===== config.mk =====
export PLATFORM = sky130hd
export DESIGN_NAME = wd_reset_cause
export DESIGN_NICKNAME = d
export VERILOG_FILES = /design/src/rtl/wd_reset_pkg.sv /design/src/rtl/wd_sync2.sv /design/src/rtl/wd_counter.sv /design/src/rtl/wd_cause.sv /design/src/rtl/wd_reset_cause.sv
export SDC_FILE = /design/constraint.sdc
export NUM_CORES = 1
export LEC_CHECK = 0
export CAP_MARGIN = 20
export CORE_ASPECT_RATIO = 0.75
export CORE_UTILIZATION = 59
export CTS_CLUSTER_SIZE = 10
export DETAILED_ROUTE_END_ITERATION = 16
export PLACE_DENSITY = 0.88
export SYNTH_ARGS = -nofsm -noshare
export SYNTH_HDL_FRONTEND = slang
export SYNTH_HIERARCHICAL = 1
export SYNTH_SLANG_ARGS = --single-unit

===== constraint.sdc =====
create_clock -name clk -period 4.7 [get_ports clk]
set_input_delay 0.94 -clock clk [delete_from_list [all_inputs] [get_ports clk]]
set_output_delay 0.94 -clock clk [all_outputs]
set_load 0.02 [all_outputs]

===== src/rtl/wd_reset_pkg.sv =====
package wd_reset_pkg;

    typedef enum logic [1:0] {
        ST_IDLE,
        ST_PULSE,
        ST_DELAY,
        ST_SAMPLE
    } cause_state_e;

    // Low six control bits a legal write must carry
    localparam logic [5:0] CTRL_CHECK = 6'b101000;
    localparam logic [7:0] KEY_ARM    = 8'h55;
    localparam logic [7:0] KEY_FIRE   = 8'hAA;

    // Last value of the tick divider for a divider select
    function automatic logic [1:0] div_last(input logic [1:0] sel);
        case (sel)
            2'd3:    div_last = 2'd0;
            2'd0:    div_last = 2'd3;
            default: div_last = 2'd1;
        endcase
    endfunction

endpackage


===== src/rtl/wd_sync2.sv =====
module wd_sync2 (
    input  logic clk,
    input  logic por_n,
    input  logic d,
    output logic q
);
    logic stage1;

    always_ff @(posedge clk or negedge por_n) begin
        if (!por_n) begin
            stage1 <= 1'b0;
            q      <= 1'b0;
        end else begin
            stage1 <= d;
            q      <= stage1;
        end
    end
endmodule


===== src/rtl/wd_counter.sv =====
module wd_counter #(
    parameter int CNT_W       = 8,
    parameter int WD_PRESCALE = 64
) (
    input  logic       clk,
    input  logic       por_n,
    input  logic       chip_rst,
    input  logic       en,
    input  logic       key_we,
    input  logic [7:0] key_wdata,
    output logic       ovf
);
    import wd_reset_pkg::*;

    localparam int PW = (WD_PRESCALE > 1) ? $clog2(WD_PRESCALE) : 1;
    localparam logic [PW-1:0]    PRE_LAST = PW'(WD_PRESCALE - 1);
    localparam logic [CNT_W-1:0] CNT_MAX  = {CNT_W{1'b1}};

    logic [PW-1:0]    pre_q;
    logic [CNT_W-1:0] cnt_q;
    logic             armed_q;
    logic             service;

    assign service = key_we && (key_wdata == KEY_FIRE) && armed_q;

    always_ff @(posedge clk or negedge por_n) begin
        if (!por_n) begin
            pre_q   <= '0;
            cnt_q   <= '0;
            armed_q <= 1'b0;
            ovf     <= 1'b0;
        end else if (chip_rst) begin
            pre_q   <= '0;
            cnt_q   <= '0;
            armed_q <= 1'b0;
            ovf     <= 1'b0;
        end else begin
            ovf <= 1'b0;
            if (key_we) begin
                armed_q <= (key_wdata == KEY_ARM);
            end
            if (!en || service) begin
                pre_q <= '0;
                cnt_q <= '0;
            end else if (pre_q == PRE_LAST) begin
                pre_q <= '0;
                if (cnt_q == CNT_MAX) begin
                    cnt_q <= '0;
                    ovf   <= 1'b1;
                end else begin
                    cnt_q <= cnt_q + 1'b1;
                end
            end else begin
                pre_q <= pre_q + 1'b1;
            end
        end
    end

    // an overflow pulse only follows an enabled all-ones count
    a_r1_ovf_from_max: assert property (@(posedge clk) disable iff (!por_n)
        $rose(ovf) |-> ($past(cnt_q) == CNT_MAX) && $past(en));

    // a completed key sequence leaves the counter at zero
    a_r2_key_clears: assert property (@(posedge clk) disable iff (!por_n)
        (key_we && key_wdata == KEY_FIRE && armed_q) |=> (cnt_q == '0) && !ovf);

endmodule


===== src/rtl/wd_cause.sv =====
module wd_cause #(
    parameter int RST_PULSE    = 512,
    parameter int SAMPLE_DELAY = 8192
) (
    input  logic       clk,
    input  logic       por_n,
    input  logic       bite,
    input  logic [1:0] div_sel,
    input  logic       pin_sync,
    input  logic       flag_clr,
    output logic       pd_o,
    output logic       flag_o
);
    import wd_reset_pkg::*;

    localparam int PCW = (RST_PULSE > 1) ? $clog2(RST_PULSE) : 1;
    localparam int DCW = (SAMPLE_DELAY > 1) ? $clog2(SAMPLE_DELAY) : 1;
    localparam logic [PCW-1:0] PULSE_LAST = PCW'(RST_PULSE - 1);
    localparam logic [DCW-1:0] DELAY_LAST = DCW'(SAMPLE_DELAY - 1);

    cause_state_e state_q, state_d;
    logic [PCW-1:0] pcnt_q;
    logic [DCW-1:0] dcnt_q;
    logic [1:0]     div_q;
    logic           tick;
    logic           sampling;

    assign tick = (div_q == div_last(div_sel));

    // State register
    always_ff @(posedge clk or negedge por_n) begin
        if (!por_n) state_q <= ST_IDLE;
        else        state_q <= state_d;
    end

    // Transitions
    always_comb begin
        state_d = state_q;
        unique case (state_q)
            ST_IDLE:   if (bite) state_d = ST_PULSE;
            ST_PULSE:  if (pcnt_q == PULSE_LAST) state_d = ST_DELAY;
            ST_DELAY: begin
                if (bite)                              state_d = ST_PULSE;
                else if (tick && dcnt_q == DELAY_LAST) state_d = ST_SAMPLE;
            end
            ST_SAMPLE: state_d = ST_IDLE;
        endcase
    end

    // Outputs
    always_comb begin
        pd_o     = (state_q == ST_PULSE);
        sampling = (state_q == ST_SAMPLE);
    end

    // Pulse length, system tick divider and delay counters
    always_ff @(posedge clk or negedge por_n) begin
        if (!por_n) begin
            pcnt_q <= '0;
            dcnt_q <= '0;
            div_q  <= '0;
        end else begin
            pcnt_q <= (state_q == ST_PULSE) ? pcnt_q + 1'b1 : '0;
            if (state_q != ST_DELAY) begin
                dcnt_q <= '0;
                div_q  <= '0;
            end else if (tick) begin
                dcnt_q <= dcnt_q + 1'b1;
                div_q  <= '0;
            end else begin
                div_q  <= div_q + 1'b1;
            end
        end
    end

    // Sticky cause flag
    always_ff @(posedge clk or negedge por_n) begin
        if (!por_n)        flag_o <= 1'b0;
        else if (!pin_sync) flag_o <= 1'b0;
        else if (sampling)  flag_o <= 1'b1;
        else if (flag_clr)  flag_o <= 1'b0;
    end

    // Independent pulse-length tally for the checker
    int unsigned ck_len;
    always_ff @(posedge clk or negedge por_n) begin
        if (!por_n)    ck_len <= 0;
        else if (pd_o) ck_len <= ck_len + 1;
        else           ck_len <= 0;
    end

    a_r4_pulse_len: assert property (@(posedge clk) disable iff (!por_n)
        $fell(pd_o) |-> (ck_len == RST_PULSE));

    a_r5_low_pin_clears: assert property (@(posedge clk) disable iff (!por_n)
        !pin_sync |=> !flag_o);

    a_r6_set_at_sample: assert property (@(posedge clk) disable iff (!por_n)
        $rose(flag_o) |-> ($past(state_q) == ST_SAMPLE) && $past(pin_sync));

    a_r7_held_low_no_flag: assert property (@(posedge clk) disable iff (!por_n)
        (state_q == ST_SAMPLE && !pin_sync) |=> !flag_o);

endmodule


===== src/rtl/wd_reset_cause.sv =====
module wd_reset_cause #(
    parameter int CNT_W        = 8,
    parameter int WD_PRESCALE  = 64,
    parameter int RST_PULSE    = 512,
    parameter int SAMPLE_DELAY = 8192
) (
    input  logic       clk,
    input  logic       por_n,
    input  logic [1:0] sys_div_sel,
    input  logic       rst_pin_i,
    output logic       rst_pin_pd_o,
    input  logic       ctrl_we,
    input  logic [7:0] ctrl_wdata,
    input  logic       key_we,
    input  logic [7:0] key_wdata,
    output logic [7:0] ctrl_rdata
);
    import wd_reset_pkg::*;

    logic pin_sync;
    logic chip_rst;
    logic en_q;
    logic bad_q;
    logic ovf;
    logic bite;
    logic flag;
    logic wr_ok;
    logic flag_clr;

    wd_sync2 u_sync (
        .clk   (clk),
        .por_n (por_n),
        .d     (rst_pin_i),
        .q     (pin_sync)
    );

    assign chip_rst = !pin_sync;
    assign wr_ok    = ctrl_we && (ctrl_wdata[5:0] == CTRL_CHECK);
    assign flag_clr = wr_ok && ctrl_wdata[7];
    assign bite     = ovf || bad_q;

    always_ff @(posedge clk or negedge por_n) begin
        if (!por_n) begin
            en_q  <= 1'b0;
            bad_q <= 1'b0;
        end else if (chip_rst) begin
            en_q  <= 1'b0;
            bad_q <= 1'b0;
        end else begin
            bad_q <= ctrl_we && !wr_ok;
            if (wr_ok) en_q <= ctrl_wdata[6];
        end
    end

    wd_counter #(
        .CNT_W       (CNT_W),
        .WD_PRESCALE (WD_PRESCALE)
    ) u_counter (
        .clk       (clk),
        .por_n     (por_n),
        .chip_rst  (chip_rst),
        .en        (en_q),
        .key_we    (key_we),
        .key_wdata (key_wdata),
        .ovf       (ovf)
    );

    wd_cause #(
        .RST_PULSE    (RST_PULSE),
        .SAMPLE_DELAY (SAMPLE_DELAY)
    ) u_cause (
        .clk      (clk),
        .por_n    (por_n),
        .bite     (bite),
        .div_sel  (sys_div_sel),
        .pin_sync (pin_sync),
        .flag_clr (flag_clr),
        .pd_o     (rst_pin_pd_o),
        .flag_o   (flag)
    );

    assign ctrl_rdata = {flag, en_q, 6'b000000};

    a_r3_bad_check_bites: assert property (@(posedge clk) disable iff (!por_n)
        (ctrl_we && ctrl_wdata[5:0] != CTRL_CHECK && pin_sync) |=> bite);

    a_r10_pin_low_disables: assert property (@(posedge clk) disable iff (!por_n)
        !pin_sync |=> !en_q);

endmodule


; Word-level counts from Yosys, hierarchy flattened
; Cells that the tools add are included.
[op_classes]
add_sub_neg = 5
n_eq_ne = 20
mux = 30
n_reduce_logical = 14
[op_table]
columns = cell, n
row1 = $mux W8, 4
row2 = $mux W13, 2
row3 = $mux W6, 3
row4 = $eq A8 B8 Y1 const B, 2
row5 = $add A13 B1 Y13 const B, 1
row6 = $eq A13 B13 Y1 const B, 1
row7 = $eq A6 B6 Y1 const B, 2
row8 = $mux W1, 12
row9 = $mux W2, 6
row10 = $add A9 B1 Y9 const B, 1
row11 = $eq A9 B9 Y1 const B, 1
row12 = $mux W9, 1
row13 = $add A8 B1 Y8 const B, 1
row14 = $eq A8 B7 Y1 const B, 1
row15 = $ne A2 B2 Y1 const B, 4
row16 = $pmux W2 S4, 1
row17 = $add A6 B1 Y6 const B, 1
row18 = $eq A2 B2 Y1 const B, 3
row19 = $logic_and A1 B1 Y1, 6
row20 = $ne A3 B2 Y1 const B, 2
row21 = $logic_not A2 Y1, 2
row22 = $pmux W2 S2, 1
row23 = $ne A3 B1 Y1 const B, 1
row24 = $reduce_and A3 Y1, 1
row25 = other kinds (7), 9
[totals]
reg_bits = 47
input_bits = 23
output_inout_bits = 9
word_cells = 82

; Longest topological paths before layout
[logic_depth]
depth_word = 7
ltp_mapped = 6
ltp_nobuf = 6

; By module
; Netlist, hierarchy kept.
[modules_own_cells]
columns = module, instances, cells_per_inst, area_each_um2, seq_area_each_um2
row1 = wd_cause, 1, 133, 1340.0, 675.6
row2 = wd_counter, 1, 86, 822.0, 400.4
row3 = wd_reset_cause, 1, 22, 183.9, 50.0
row4 = wd_sync2, 1, 2, 50.0, 50.0

; Worst setup path before layout
; No wires, ideal clock.
[synth_timing]
kind = input port to flip-flop
startpoint = input port sys_div_sel[0]
endpoint = register u_cause.dcnt_q[1]
arrival_ns = 2.006
setup_slack_ns = 2.562
path_stages = 6
path_buffers = 2
path_cell_list = and4bb_1 > a311oi_4 > buf_6 > buf_8 > mux2i_1 > nor2_1
[synth_via]
elab_chain_len = 4
[synth_lines]
columns = element, line
row1 = start: declaration, wd_reset_cause.sv:9  ; input logic [1:0] sys_div_sel,
row2 = $eq A2 B2 Y1 or $logic_not A2 Y1 (tied branches), wd_reset_pkg.sv:17  ; case (sel)
row3 = $pmux W2 S2 (*), wd_reset_pkg.sv:17
row4 = $eq A2 B2 Y1 (*), wd_cause.sv:28  ; assign tick = (div_q == div_last(div_sel));
row5 = $reduce_bool A2 Y1 (no line) (*), -
row6 = end signal: assignment, wd_cause.sv:68  ; dcnt_q <= dcnt_q + 1'b1;
row7 = end: declaration, wd_cause.sv:23  ; logic [DCW-1:0] dcnt_q;
; Every way passes the cells marked *; elsewhere a longest branch is shown, timed or not.
; A chain may end at the register's enable or synchronous reset.

; Final worst setup path
[layout_timing]
startpoint = register u_cause.state_q[1]
endpoint = output port rst_pin_pd_o
[layout_via]
elab_chain_len = 1
[layout_lines]
columns = element, line
row1 = start: declaration, wd_cause.sv:21  ; cause_state_e state_q, state_d;
row2 = start signal: assignment, wd_cause.sv:33  ; else state_q <= state_d;
row3 = $eq A2 B1 Y1, wd_cause.sv:52  ; pd_o = (state_q == ST_PULSE);
row4 = end: declaration, wd_reset_cause.sv:11  ; output logic rst_pin_pd_o,
; Every way passes these cells.

==> run_results.csv <==
group,metric,value,unit
cts,ctsHoldBuffers,0,
placement,gp_congestion,0.7847,
timing,final.setup.tns,0,ns
yosys,synthCells,243,
worst_setup_path,critPathRequiredTime,3.76,ns
worst_setup_path,crit_path_start_kind,"register",
yosys,yosys_warnings,6,
detailed_routing,wirelength,4.355,mm
die,start_util,63.39,%
cts,cts_made_buffers,5,
worst_setup_path,r2r-start,"u_cause/div_q[0]$_DFF_PN0_",
timing,relSlewSlack,38.13,%
run,maxCapViolations,0,
detailed_routing,drc_errors,0,
grt,antenna_found_initial,0,
detailed_routing,num_vias,1816,
cells_and_area,syn_to_final_growth,14.26,%
cts,clockRootBuffer,"clkbuf_8",
outcome,outcome,"finished, final reports clean",
detailed_routing,dr.pass1.iters,4,
worst_setup_path,crit_start,"u_cause/state_q[1]$_DFFE_PN0P_",
cells_and_area,multi_input_area,1106,um^2
die,die_w,75.59,um
timing,max_slew.worst_pin.slew,0.9281,ns
hold_path,hp-start,"u_sync/stage1$_DFF_PN0_",
timing,period_share,60.09,%
die,coreArea,3780,um^2
detailed_routing,met2_length,1.980,mm
power_and_ir_drop,ir_drop,0.0002143,V
yosys,ys_async_sr_fraction,100.0,%
timing,finalCriticalPeriod,2.824,ns
cts,clock_latency,0.30,ns
cts,ctsResizeCount,0,
cts,cts_tree,"yes",
detailed_routing,routedWlPerCell,13.61,um
cells_and_area,final_nets,295,
worst_setup_path,end_kind,"output pin",
hold_path,hold_class,"register to register",
cts,clk_pin_slew_worst_paths,0.09,ns
timing,max_freq,354.1,MHz
detailed_routing,final_antenna_net_count,0,
yosys,synth_edf_count,0,
placement,portBuffers,25,
detailed_routing,wl_met3,266,um
timing,setup_viol,0,
grt,grt_pass1_vias,1674,
die,ios,32,
timing,rsz0062_at_grt,"false",
detailed_routing,drt-met1-wl,2.068,mm
cts,clockBufferDepth,2,
timing,hold_viol_final,0,
detailed_routing,drt-initial-drc-count,140,
yosys,synth_area,2396,um^2
yosys,postSynthAreaPerCell,9.860,um^2
cts,h-tree-depth,2,
cells_and_area,antenna_cells,0,
yosys,ys.flop_type,"dfrtp_1",
power_and_ir_drop,power,699.8,uW
yosys,ys_types,46,
grt,overflow,0,
placement,dp_hpwl,3.043,mm
timing,clock_skew,0.007758,ns
power_and_ir_drop,power_per_cell_area,255.6,nW/um^2
grt,grt_max_degree,48,
power_and_ir_drop,p_leak,1.102,nW
grt,gr-usage-all-layers,21.84,%
worst_setup_path,path_max_fanout,9,
worst_setup_path,arrival,1.88,ns
timing,final_max_slew_viol_count,0,
cells_and_area,drive_gt1_share,5.597,%
die,dieArea,4323,um^2
cells_and_area,nFillCells,257,
grt,grt_pass1_wl,7.072,mm
detailed_routing,via_per_inst,5.675,
cells_and_area,final-seq-area,1176,um^2
cts,postCtsSetupBuffers,0,
worst_setup_path,critPathKind,"register to output pin",
cts,clock-sinks,47,
detailed_routing,top_layer,"met4",
die,die_h,57.19,um
yosys,yosys_register_bits,47,
die,fp-row-count,19,
yosys,synth.yosys.seq_area_share,49.09,%
[worst paths after layout]
path / to / slack [ns] / cells after the start
worst max-delay path: rst_pin_pd_o / 1.88 / 3
worst min-delay path: u_sync/q$_DFF_PN0_ / 0.35 / 0
worst max register to register: u_cause/state_q[0]$_DFFE_PN0P_ / 2.67 / 4
worst min register to register: u_sync/q$_DFF_PN0_ / 0.35 / 0
max in group asynchronous: u_counter/cnt_q[1]$_DFFE_PN0P_ / 3.80 / 2
min in group asynchronous: u_sync/q$_DFF_PN0_ / 0.45 / 1
[placed cells by master (no fill, tap or decap), drive strengths merged, types with 2 or more instances in the layout]
master and count:
dfrtp 47, clkdlybuf4s50 24, nor2 23, a21oi 20
nand2 19, nand3 15, o21ai 11, or3 10
inv 8, xor2 7, xnor2 7, clkbuf 7
conb 6, nand4 6, and2 5, ha 5
nand2b 4, o31ai 4, or4 4, nor3 4
nor4bb 4, and4bb 3, or2 3, and3 3
mux2i 2, and4 2, buf 2, a311oi 2
[sequential cells by signal, indices dropped and copies added (netlist names)]
name / cells
u_cause/dcnt_q: 13
u_cause/pcnt_q: 9
u_counter/cnt_q: 8
u_counter/pre_q: 6
u_cause/div_q: 2
u_cause/state_q: 2
bad_q: 1
en_q: 1
u_cause/flag_o: 1
u_counter/armed_q: 1
u_counter/ovf: 1
u_sync/q: 1
u_sync/stage1: 1
[worst max-delay path, stage by stage, from the launching register on]
cell             delay, ns
dfrtp_1               0.42
nand2b_1              0.32
inv_1                 0.21
clkdlybuf4s50_1       0.63
[layout make-up]
class	instances	share of cell area (%)
sequential	47	42.96
multi-input combinational	179	40.40
timing repair buffer	26	9.689
inverter	8	1.097
clock buffer	7	3.154
clock inverter	1	0.3199
tap	52	2.377
[stage by stage]
| stage | utilization, % | area, um^2 | hold WS [ns] | std cells | worst slack [ns] |
|---|---|---|---|---|---|
| after floorplan | - | 2415 | 0.3312 | 248 | 2.562 |
| after global placement | 69.38 | 2623 | 0.3334 | 311 | 1.698 |
| after detailed placement | 69.38 | 2623 | 0.3355 | 311 | 1.626 |
| after CTS | 71.90 | 2718 | 0.3549 | 319 | 1.892 |
| after global routing | 72.43 | 2738 | 0.3578 | 320 | 1.810 |
| final | 72.43 | 2738 | 0.3538 | 320 | 1.876 |
[cell usage after synthesis (3+ instances only)]
cell	number	share of area, %
dfrtp_1	47	49
nor2_1	23	3.6
a21oi_1	20	4.2
nand2_1	19	3.0
nand3_1	14	2.9
or3_1	10	2.6
buf_4	8	2.5
inv_1	8	1.3
xnor2_1	7	2.6
xor2_1	7	2.6
nand4_1	6	1.6
o21ai_0	6	1.3
and2_1	5	1.3
ha_1	5	2.6
o21ai_1	5	1.0
nand2b_1	4	1.0
nor3_1	4	0.84
nor4bb_1	4	1.7
o31ai_1	4	1.3
or4_1	4	1.3
clkbuf_1	3	0.47
[cells by family after synthesis]
logic type,Yosys count,share of synthesized area (%)
adder cells (fa/ha/maj),5,2.611
multiplexers,2,0.8355
buffers and inverters,22,5.535
AND/OR/NAND/NOR,109,25.43
other,1,0.1565
AO/OA/AOI/OAI,43,11.23
XOR/XNOR,14,5.118
flip-flops,47,49.09
[power by group]
part           leakage [nW]  internal, mW  switching [mW]
logic                 0.418        0.0219          0.0207
registers             0.636         0.405        0.000920
clock network        0.0484         0.121           0.130
total                  1.10         0.548           0.152
[metal layers]
metal  vias to the layer above  GRT usage [%]
li1                        896              -
met5                         -              0
met1                       865          29.87
met2                        51          34.06
met3                         4          5.654
met4                         0          7.407
Power figures use the tool's default switching activity.
